[config.mk]
export PLATFORM = sky130hd
export DESIGN_NAME = fsq_flash_seq
export DESIGN_NICKNAME = d
export VERILOG_FILES = /design/src/rtl/fsq_pkg.sv /design/src/rtl/fsq_cmd_gen.sv /design/src/rtl/fsq_poll_eval.sv /design/src/rtl/fsq_wdog.sv /design/src/rtl/fsq_flash_seq.sv
export SDC_FILE = /design/constraint.sdc
export NUM_CORES = 1
export LEC_CHECK = 0
export ABC_AREA = 1
export BUFFER_PORTS_ARGS = -buffer_cell sky130_fd_sc_hd__buf_2
export CORE_MARGIN = 5
export CORE_UTILIZATION = 38
export DETAILED_ROUTE_END_ITERATION = 10
export PLACE_DENSITY = 0.63
export SLEW_MARGIN = 20
export SYNTH_ARGS = -nofsm -noshare
export SYNTH_HDL_FRONTEND = slang
export SYNTH_SLANG_ARGS = --single-unit
[constraint.sdc]
create_clock -name clk -period 4.2 [get_ports clk]
set_clock_uncertainty 0.05 [all_clocks]
set_input_delay 1.26 -clock clk [delete_from_list [all_inputs] [get_ports clk]]
set_output_delay 1.26 -clock clk [all_outputs]
set_load 0.02 [all_outputs]
[src/rtl/fsq_pkg.sv]
package fsq_pkg;
  localparam logic [15:0] UNLK_A1   = 16'h5555;
  localparam logic [15:0] UNLK_A2   = 16'h2AAA;
  localparam logic [7:0]  UNLK_D1   = 8'hAA;
  localparam logic [7:0]  UNLK_D2   = 8'h55;
  localparam logic [7:0]  OPC_PROG  = 8'hA0;
  localparam logic [7:0]  OPC_ERASE = 8'h80;
  localparam logic [7:0]  OPC_RESET = 8'hF0;
  localparam logic [7:0]  OPC_SECT  = 8'h30;

  typedef enum logic [1:0] {SEQ_PROG, SEQ_ERASE, SEQ_RESET} seq_e;
  typedef enum logic [1:0] {V_WAIT, V_PASS, V_RETRY, V_FAIL} verdict_e;
  typedef enum logic [2:0] {
    RC_OK = 3'd0, RC_DEVFAIL = 3'd1, RC_VERIFY = 3'd2, RC_WDOG = 3'd3, RC_BADREQ = 3'd4
  } rcode_e;

  // index of the final write of each command sequence
  function automatic logic [2:0] seq_last(input seq_e k);
    case (k)
      SEQ_PROG:  return 3'd3;
      SEQ_ERASE: return 3'd5;
      default:   return 3'd2;
    endcase
  endfunction

  // third byte of a sequence selects the operation
  function automatic logic [7:0] setup_byte(input seq_e k);
    case (k)
      SEQ_PROG:  return OPC_PROG;
      SEQ_ERASE: return OPC_ERASE;
      default:   return OPC_RESET;
    endcase
  endfunction
endpackage

[src/rtl/fsq_cmd_gen.sv]
module fsq_cmd_gen
  import fsq_pkg::*;
#(
  parameter int ADDR_W = 17
) (
  input  seq_e              kind,
  input  logic [2:0]        step,
  input  logic [ADDR_W-1:0] tgt_addr,
  input  logic [7:0]        tgt_data,
  output logic [ADDR_W-1:0] wr_addr,
  output logic [7:0]        wr_data,
  output logic              last
);
  localparam logic [ADDR_W-1:0] A1 = ADDR_W'(UNLK_A1);
  localparam logic [ADDR_W-1:0] A2 = ADDR_W'(UNLK_A2);

  always_comb begin
    last    = (step == seq_last(kind));
    wr_addr = A1;
    wr_data = UNLK_D1;
    case (step)
      3'd1, 3'd4: begin
        wr_addr = A2;
        wr_data = UNLK_D2;
      end
      3'd2: wr_data = setup_byte(kind);
      3'd3: if (kind == SEQ_PROG) begin
        wr_addr = tgt_addr;
        wr_data = tgt_data;
      end
      3'd5: begin
        wr_addr = tgt_addr;
        wr_data = OPC_SECT;
      end
      default: ;
    endcase
  end
endmodule

[src/rtl/fsq_poll_eval.sv]
module fsq_poll_eval
  import fsq_pkg::*;
(
  input  logic     d7,
  input  logic     d6,
  input  logic     d5,
  input  logic     exp7,
  input  logic     tog_mode,
  input  logic     prev6,
  input  logic     prev_ok,
  input  logic     retry_pend,
  output verdict_e verdict
);
  logic done_now;

  always_comb begin
    if (tog_mode) done_now = prev_ok && (d6 == prev6);
    else          done_now = (d7 == exp7);
    if (done_now)                        verdict = V_PASS;
    else if (retry_pend)                 verdict = V_FAIL;
    else if (d5 && (!tog_mode || prev_ok)) verdict = V_RETRY;
    else                                 verdict = V_WAIT;
  end
endmodule

[src/rtl/fsq_wdog.sv]
module fsq_wdog #(
  parameter int LIM = 4096
) (
  input  logic clk,
  input  logic rst_n,
  input  logic run,
  output logic expired
);
  localparam int CW = $clog2(LIM + 1);
  logic [CW-1:0] cnt;

  assign expired = (cnt == CW'(LIM));

  always_ff @(posedge clk) begin
    if (!rst_n)        cnt <= '0;
    else if (!run)     cnt <= '0;
    else if (!expired) cnt <= cnt + CW'(1);
  end
endmodule

[src/rtl/fsq_flash_seq.sv]
module fsq_flash_seq
  import fsq_pkg::*;
#(
  parameter int ADDR_W   = 17,
  parameter int SECT_W   = 3,
  parameter int WDOG_CYC = 4096
) (
  input  logic                     clk,
  input  logic                     rst_n,
  input  logic                     req_valid,
  output logic                     req_ready,
  input  logic                     req_erase,
  input  logic                     req_toggle,
  input  logic [ADDR_W-1:0]        req_addr,
  input  logic [7:0]               req_data,
  input  logic [(1<<SECT_W)-1:0]   req_smask,
  output logic                     rsp_valid,
  output logic [2:0]               rsp_code,
  output logic                     rsp_rejected,
  output logic                     fl_we,
  output logic                     fl_re,
  output logic [ADDR_W-1:0]        fl_addr,
  output logic [7:0]               fl_wdata,
  input  logic [7:0]               fl_rdata
);
  localparam int NSECT = 1 << SECT_W;
  localparam int LOW_W = ADDR_W - SECT_W;

  typedef enum logic [3:0] {
    S_IDLE, S_CMD, S_XWR, S_XRD, S_XCHK, S_PRD, S_PCHK, S_VRD, S_VCHK, S_DONE
  } st_e;

  function automatic logic [SECT_W-1:0] low_idx(input logic [NSECT-1:0] m);
    logic [SECT_W-1:0] r;
    r = '0;
    for (int i = NSECT - 1; i >= 0; i--) if (m[i]) r = SECT_W'(i);
    return r;
  endfunction

  function automatic logic [ADDR_W-1:0] sect_base(input logic [SECT_W-1:0] s);
    return {s, {LOW_W{1'b0}}};
  endfunction

  function automatic logic [NSECT-1:0] sect_bit(input logic [SECT_W-1:0] s);
    return NSECT'(1) << s;
  endfunction

  st_e               st;
  seq_e              kind;
  logic [2:0]        step;
  logic              is_erase, tmode;
  logic [ADDR_W-1:0] tgt_addr, poll_addr;
  logic [7:0]        tgt_data;
  logic [NSECT-1:0]  rem;
  logic              exp7, prev6, prev_ok, retry_pend, rej;
  rcode_e            rc;

  logic [ADDR_W-1:0] cg_addr;
  logic [7:0]        cg_data;
  logic              cg_last;
  verdict_e          verdict;
  logic              wd_exp;
  logic [SECT_W-1:0] xsel;
  logic [SECT_W-1:0] req_low;

  // events brought out for the checker
  logic ev_fail, wd_hit;

  assign xsel    = low_idx(rem);
  assign req_low = low_idx(req_smask);
  assign ev_fail = (st == S_PCHK) && (verdict == V_FAIL);
  assign wd_hit  = (st == S_PRD) && wd_exp;

  fsq_cmd_gen #(.ADDR_W(ADDR_W)) u_cmd (
    .kind(kind), .step(step), .tgt_addr(tgt_addr), .tgt_data(tgt_data),
    .wr_addr(cg_addr), .wr_data(cg_data), .last(cg_last)
  );

  fsq_poll_eval u_eval (
    .d7(fl_rdata[7]), .d6(fl_rdata[6]), .d5(fl_rdata[5]), .exp7(exp7),
    .tog_mode(tmode), .prev6(prev6), .prev_ok(prev_ok),
    .retry_pend(retry_pend), .verdict(verdict)
  );

  fsq_wdog #(.LIM(WDOG_CYC)) u_wdog (
    .clk(clk), .rst_n(rst_n), .run((st == S_PRD) || (st == S_PCHK)), .expired(wd_exp)
  );

  always_ff @(posedge clk) begin
    if (!rst_n) begin
      st <= S_IDLE;        kind <= SEQ_PROG;   step <= '0;
      is_erase <= 1'b0;    tmode <= 1'b0;      tgt_addr <= '0;
      tgt_data <= '0;      poll_addr <= '0;    rem <= '0;
      exp7 <= 1'b0;        prev6 <= 1'b0;      prev_ok <= 1'b0;
      retry_pend <= 1'b0;  rej <= 1'b0;        rc <= RC_OK;
    end else begin
      case (st)
        S_IDLE: if (req_valid) begin
          is_erase   <= req_erase;
          tmode      <= req_toggle;
          step       <= '0;
          prev_ok    <= 1'b0;
          retry_pend <= 1'b0;
          rej        <= 1'b0;
          rc         <= RC_OK;
          if (req_erase) begin
            if (req_smask == '0) begin
              rc <= RC_BADREQ;
              st <= S_DONE;
            end else begin
              kind      <= SEQ_ERASE;
              tgt_addr  <= sect_base(req_low);
              poll_addr <= sect_base(req_low);
              rem       <= req_smask & ~sect_bit(req_low);
              exp7      <= 1'b1;
              st        <= S_CMD;
            end
          end else begin
            kind      <= SEQ_PROG;
            tgt_addr  <= req_addr;
            tgt_data  <= req_data;
            poll_addr <= req_addr;
            exp7      <= req_data[7];
            st        <= S_CMD;
          end
        end
        S_CMD: begin
          if (cg_last) begin
            step <= '0;
            if (kind == SEQ_RESET)                     st <= S_DONE;
            else if (kind == SEQ_ERASE && rem != '0)   st <= S_XWR;
            else                                       st <= S_PRD;
          end else begin
            step <= step + 3'd1;
          end
        end
        S_XWR: begin
          rem <= rem & ~sect_bit(xsel);
          st  <= S_XRD;
        end
        S_XRD: st <= S_XCHK;
        S_XCHK: begin
          if (fl_rdata[3]) rej <= 1'b1;
          st <= (rem != '0) ? S_XWR : S_PRD;
        end
        S_PRD: begin
          if (wd_exp) begin
            rc   <= RC_WDOG;
            kind <= SEQ_RESET;
            step <= '0;
            st   <= S_CMD;
          end else begin
            st <= S_PCHK;
          end
        end
        S_PCHK: begin
          prev6   <= fl_rdata[6];
          prev_ok <= 1'b1;
          case (verdict)
            V_PASS:  st <= is_erase ? S_VRD : S_DONE;
            V_RETRY: begin
              retry_pend <= 1'b1;
              st         <= S_PRD;
            end
            V_FAIL: begin
              rc   <= RC_DEVFAIL;
              kind <= SEQ_RESET;
              step <= '0;
              st   <= S_CMD;
            end
            default: st <= S_PRD;
          endcase
        end
        S_VRD: st <= S_VCHK;
        S_VCHK: begin
          if (fl_rdata != 8'hFF) rc <= RC_VERIFY;
          st <= S_DONE;
        end
        S_DONE:  st <= S_IDLE;
        default: st <= S_IDLE;
      endcase
    end
  end

  always_comb begin
    req_ready    = (st == S_IDLE);
    rsp_valid    = (st == S_DONE);
    rsp_code     = rc;
    rsp_rejected = rej;
    fl_we        = (st == S_CMD) || (st == S_XWR);
    fl_re        = ((st == S_PRD) && !wd_exp) || (st == S_XRD) || (st == S_VRD);
    fl_addr      = '0;
    fl_wdata     = '0;
    case (st)
      S_CMD: begin
        fl_addr  = cg_addr;
        fl_wdata = cg_data;
      end
      S_XWR: begin
        fl_addr  = sect_base(xsel);
        fl_wdata = OPC_SECT;
      end
      S_PRD, S_XRD, S_VRD: fl_addr = poll_addr;
      default: ;
    endcase
  end
endmodule

==> impl_metrics.json <==
{
  "cts_buffer_depth": 2,
  "worstPathArrival_ps": 2270,
  "final-hold-violation-count": 0,
  "nNetsFinal": 732,
  "p_switching_mw": 0.9650,
  "hold_class": "reg -> reg",
  "wire_per_inst_um": 12.17,
  "ir_worst_vdd_uv": 224.2,
  "worst_path_max_delay_cell": "dfxtp_1",
  "ys.warnings.count": 0,
  "grt_pass1_vias": 3811,
  "worst-path-buf-inv": 2,
  "reg2reg_from": "st[3]",
  "path_delay_family": "simple AND/OR/NAND/NOR gates",
  "synth_top_area_cell": "dfxtp_1",
  "drc_errors": 0,
  "clk_pin_slew_ps": 80,
  "fillers": 1020,
  "synth_nets": 653,
  "rsz0062_at_grt": "false",
  "met2_usage_pct": 26.71,
  "grt-busiest-layer": "met2",
  "synthCells": 600,
  "worstHoldStart": "rsp_rejected",
  "routed_wl_mm": 9.944,
  "timing.setup.tns_ps": 0,
  "clockPowerShare_pct": 25.3,
  "drtIter0Drc": 302,
  "cp.required_ps": 2890,
  "fin_crit_ps": 3575,
  "insertion_delay_ps": 350,
  "period_share_pct": 85.12,
  "min_to": "rsp_rejected",
  "root_buffer": "clkbuf_8",
  "max_cap_violations": 0,
  "reg2reg_slack_ps": 2070,
  "ys_ff_latch": 65,
  "end_kind": "primary output",
  "synth_cell_types": 35,
  "die_x_um": 109.2,
  "globalRouteOverflowTotal": 0,
  "layout-drive-gt1-share_pct": 17.84,
  "ant_nets": 0,
  "place_hpwl_mm": 7.598,
  "cts_resized": 0,
  "synth_top_cell_area_share_pct": 34.82,
  "ios": 79,
  "cts.sinks": 65,
  "relSlewSlack_pct": 28.93,
  "post_cts_buffers": 0,
  "grt_use_met1_pct": 23.72,
  "netlist_area_mm2": 0.003737,
  "rr_worst_depth": 8,
  "die_h_um": 109.2,
  "vias_per_cell": 4.867,
  "worst_slack_ps": 624.8,
  "max_stage_delay_ps": 420,
  "ys_seq_area_share_pct": 34.82,
  "cp-start-kind": "flop",
  "cp_max_fo": 5,
  "pre_cts_ws_ps": 1034,
  "status": "complete, no violations",
  "fmaxAchievable_ghz": 0.2797,
  "final_common_cell": "nand2_1",
  "fp.dieArea_mm2": 0.01192,
  "slew_viol_final": 0,
  "syn_area_per_cell_um2": 6.229,
  "antennaDiodeCount": 0,
  "path_cells": "inv_1, ha_1, or2_1, o21ai_0, nand4_1, o2111ai_1, nand2_1, nand2_1, buf_2",
  "seqPwrFrac_pct": 33.3,
  "routabilityCongestion": 0.9525,
  "power_density_mw_per_mm2": 509.0,
  "crit_type": "reg -> out",
  "core-area_mm2": 0.009684,
  "cts_tree": "yes",
  "grt_pass1_wl_mm": 17.10,
  "grtUsageMet3_pct": 4.855,
  "yosys-top-cells-area": "dfxtp_1 35%, nand2_1 16%, inv_1 8.6%",
  "dr.pass1.iters": 5,
  "power.leakage_nw": 2.127,
  "tightest_slew_ps": 1065,
  "p_int_mw": 1.307,
  "setup-violations-final": 0,
  "port-buffer-count": 78,
  "r2r-end": "exp7",
  "htreeDepth": 3,
  "grt_max_degree": 33,
  "min_path_cells": 2,
  "antenna_found_initial": 0,
  "dr_total_vias": 3976,
  "power_frac_comb_pct": 41.3,
  "initial_core_util_pct": 38.59,
  "holdBufCountCts": 0,
  "grt_use_total_pct": 17.97,
  "cts_buffers": 9,
  "layout_common_cells": "155 x nand2_1, 86 x inv_1, 78 x buf_2",
  "switching_share_pct": 42.48,
  "synthToLayoutAreaGrowth_pct": 19.42,
  "crit_top_cell": "nand2_1",
  "rows": 36
}
[cell type report]
class | count | area [um2] | share of cell area [%]
Clock buffer | 12 | 165.2 | 3.701
Clock inverter | 4 | 50.05 | 1.121
Inverter | 99 | 371.6 | 8.326
Multi-Input combinational cell | 425 | 2011 | 45.05
Sequential cell | 65 | 1301 | 29.16
Tap cell | 133 | 166.4 | 3.729
Timing Repair Buffer | 79 | 397.9 | 8.915
[kinds of logic after synthesis]
| kind of cell | synth area share [%] |
|---|---|
| and+or+nand+nor | 33.04 |
| AOI/OAI and AO/OA | 17.71 |
| buffers and inverters | 11.38 |
| DFF | 34.82 |
| adders and majority gates | 2.343 |
| xor gates and xnor gates | 0.7032 |
[worst register-to-register path: stages (launching register included)]
cell,delay (ps)
dfxtp_1,360
nor2_2,240
nand2_2,150
nor2_4,140
inv_2,90
nor2_4,420
inv_2,210
o21ai_0,260
a21oi_1,60
[metrics by stage]
stage               hold slack (ps)  cell area, um2  cells  total power [mW]  util, %
floorplan                     374.9            3737    600             1.440        -
global placement              380.8            4248    801             1.694    43.86
detailed placement            387.7            4248    801             1.704    43.86
CTS                           400.0            4463    817             2.286    46.09
global route                  435.7            4463    817             2.443    46.09
finish                        392.6            4463    817             2.272    46.09
[power groups by stage]
| stage | clock (mW) | sequential [mW] | combinational (mW) |
|---|---|---|---|
| after detailed placement | 0 | 0.768 | 0.936 |
| after floorplan | 0 | 0.765 | 0.675 |
| after CTS | 0.591 | 0.756 | 0.939 |
| final | 0.576 | 0.757 | 0.939 |
| after global placement | 0 | 0.768 | 0.926 |
| after global routing | 0.615 | 0.768 | 1.06 |
[state kept, by name (all words and copies together) (netlist names), 2 cells and up]
| signal | flops |
|---|---|
| kind | 2 |
| poll_addr | 17 |
| rem | 8 |
| rsp_code | 3 |
| st | 4 |
| step | 3 |
| tgt_data | 8 |
| u_wdog.cnt | 13 |
[worst max path at each step]
| stage | cells after the start | start | end |
|---|---|---|---|
| floorplan | 6 | step[0] | fl_wdata[7] |
| global placement | 9 | step[0] | fl_wdata[5] |
| detailed placement | 9 | step[0] | fl_wdata[5] |
| CTS | 9 | step[0] | fl_wdata[5] |
| global route | 7 | step[2] | fl_addr[8] |
| finish | 9 | step[0] | fl_wdata[5] |
[metal layers]
metal,vias to the layer above,wire length (um)
li1,2082,-
met1,1731,4767
met2,137,4041
met3,26,849
met4,0,286
met5,-,0
[cell usage after synthesis]
cell type and number:
o211ai_1 1, o22ai_1 2, o21ai_1 5, o2111ai_1 1
clkbuf_1 4, a21boi_1 1, ha_1 7, inv_2 12
or2_2 1, clkinv_1 1, o221ai_1 1, a31oi_1 1
xor2_1 3, nor2_1 62, a21oi_1 59, nor4_1 1
o21a_1 2, o21ai_0 51, nor3_1 3, buf_2 4
nor2_2 3, nand3_2 2, nor2_4 3, a211oi_1 1
a31oi_2 1, nand3_1 41, inv_1 86, buf_4 2
nand4_1 9, nand3b_1 2, buf_1 1, nand2_1 155
nand2_2 5, dfxtp_1 65, or2_1 2
(Power assumes the default switching activity.)
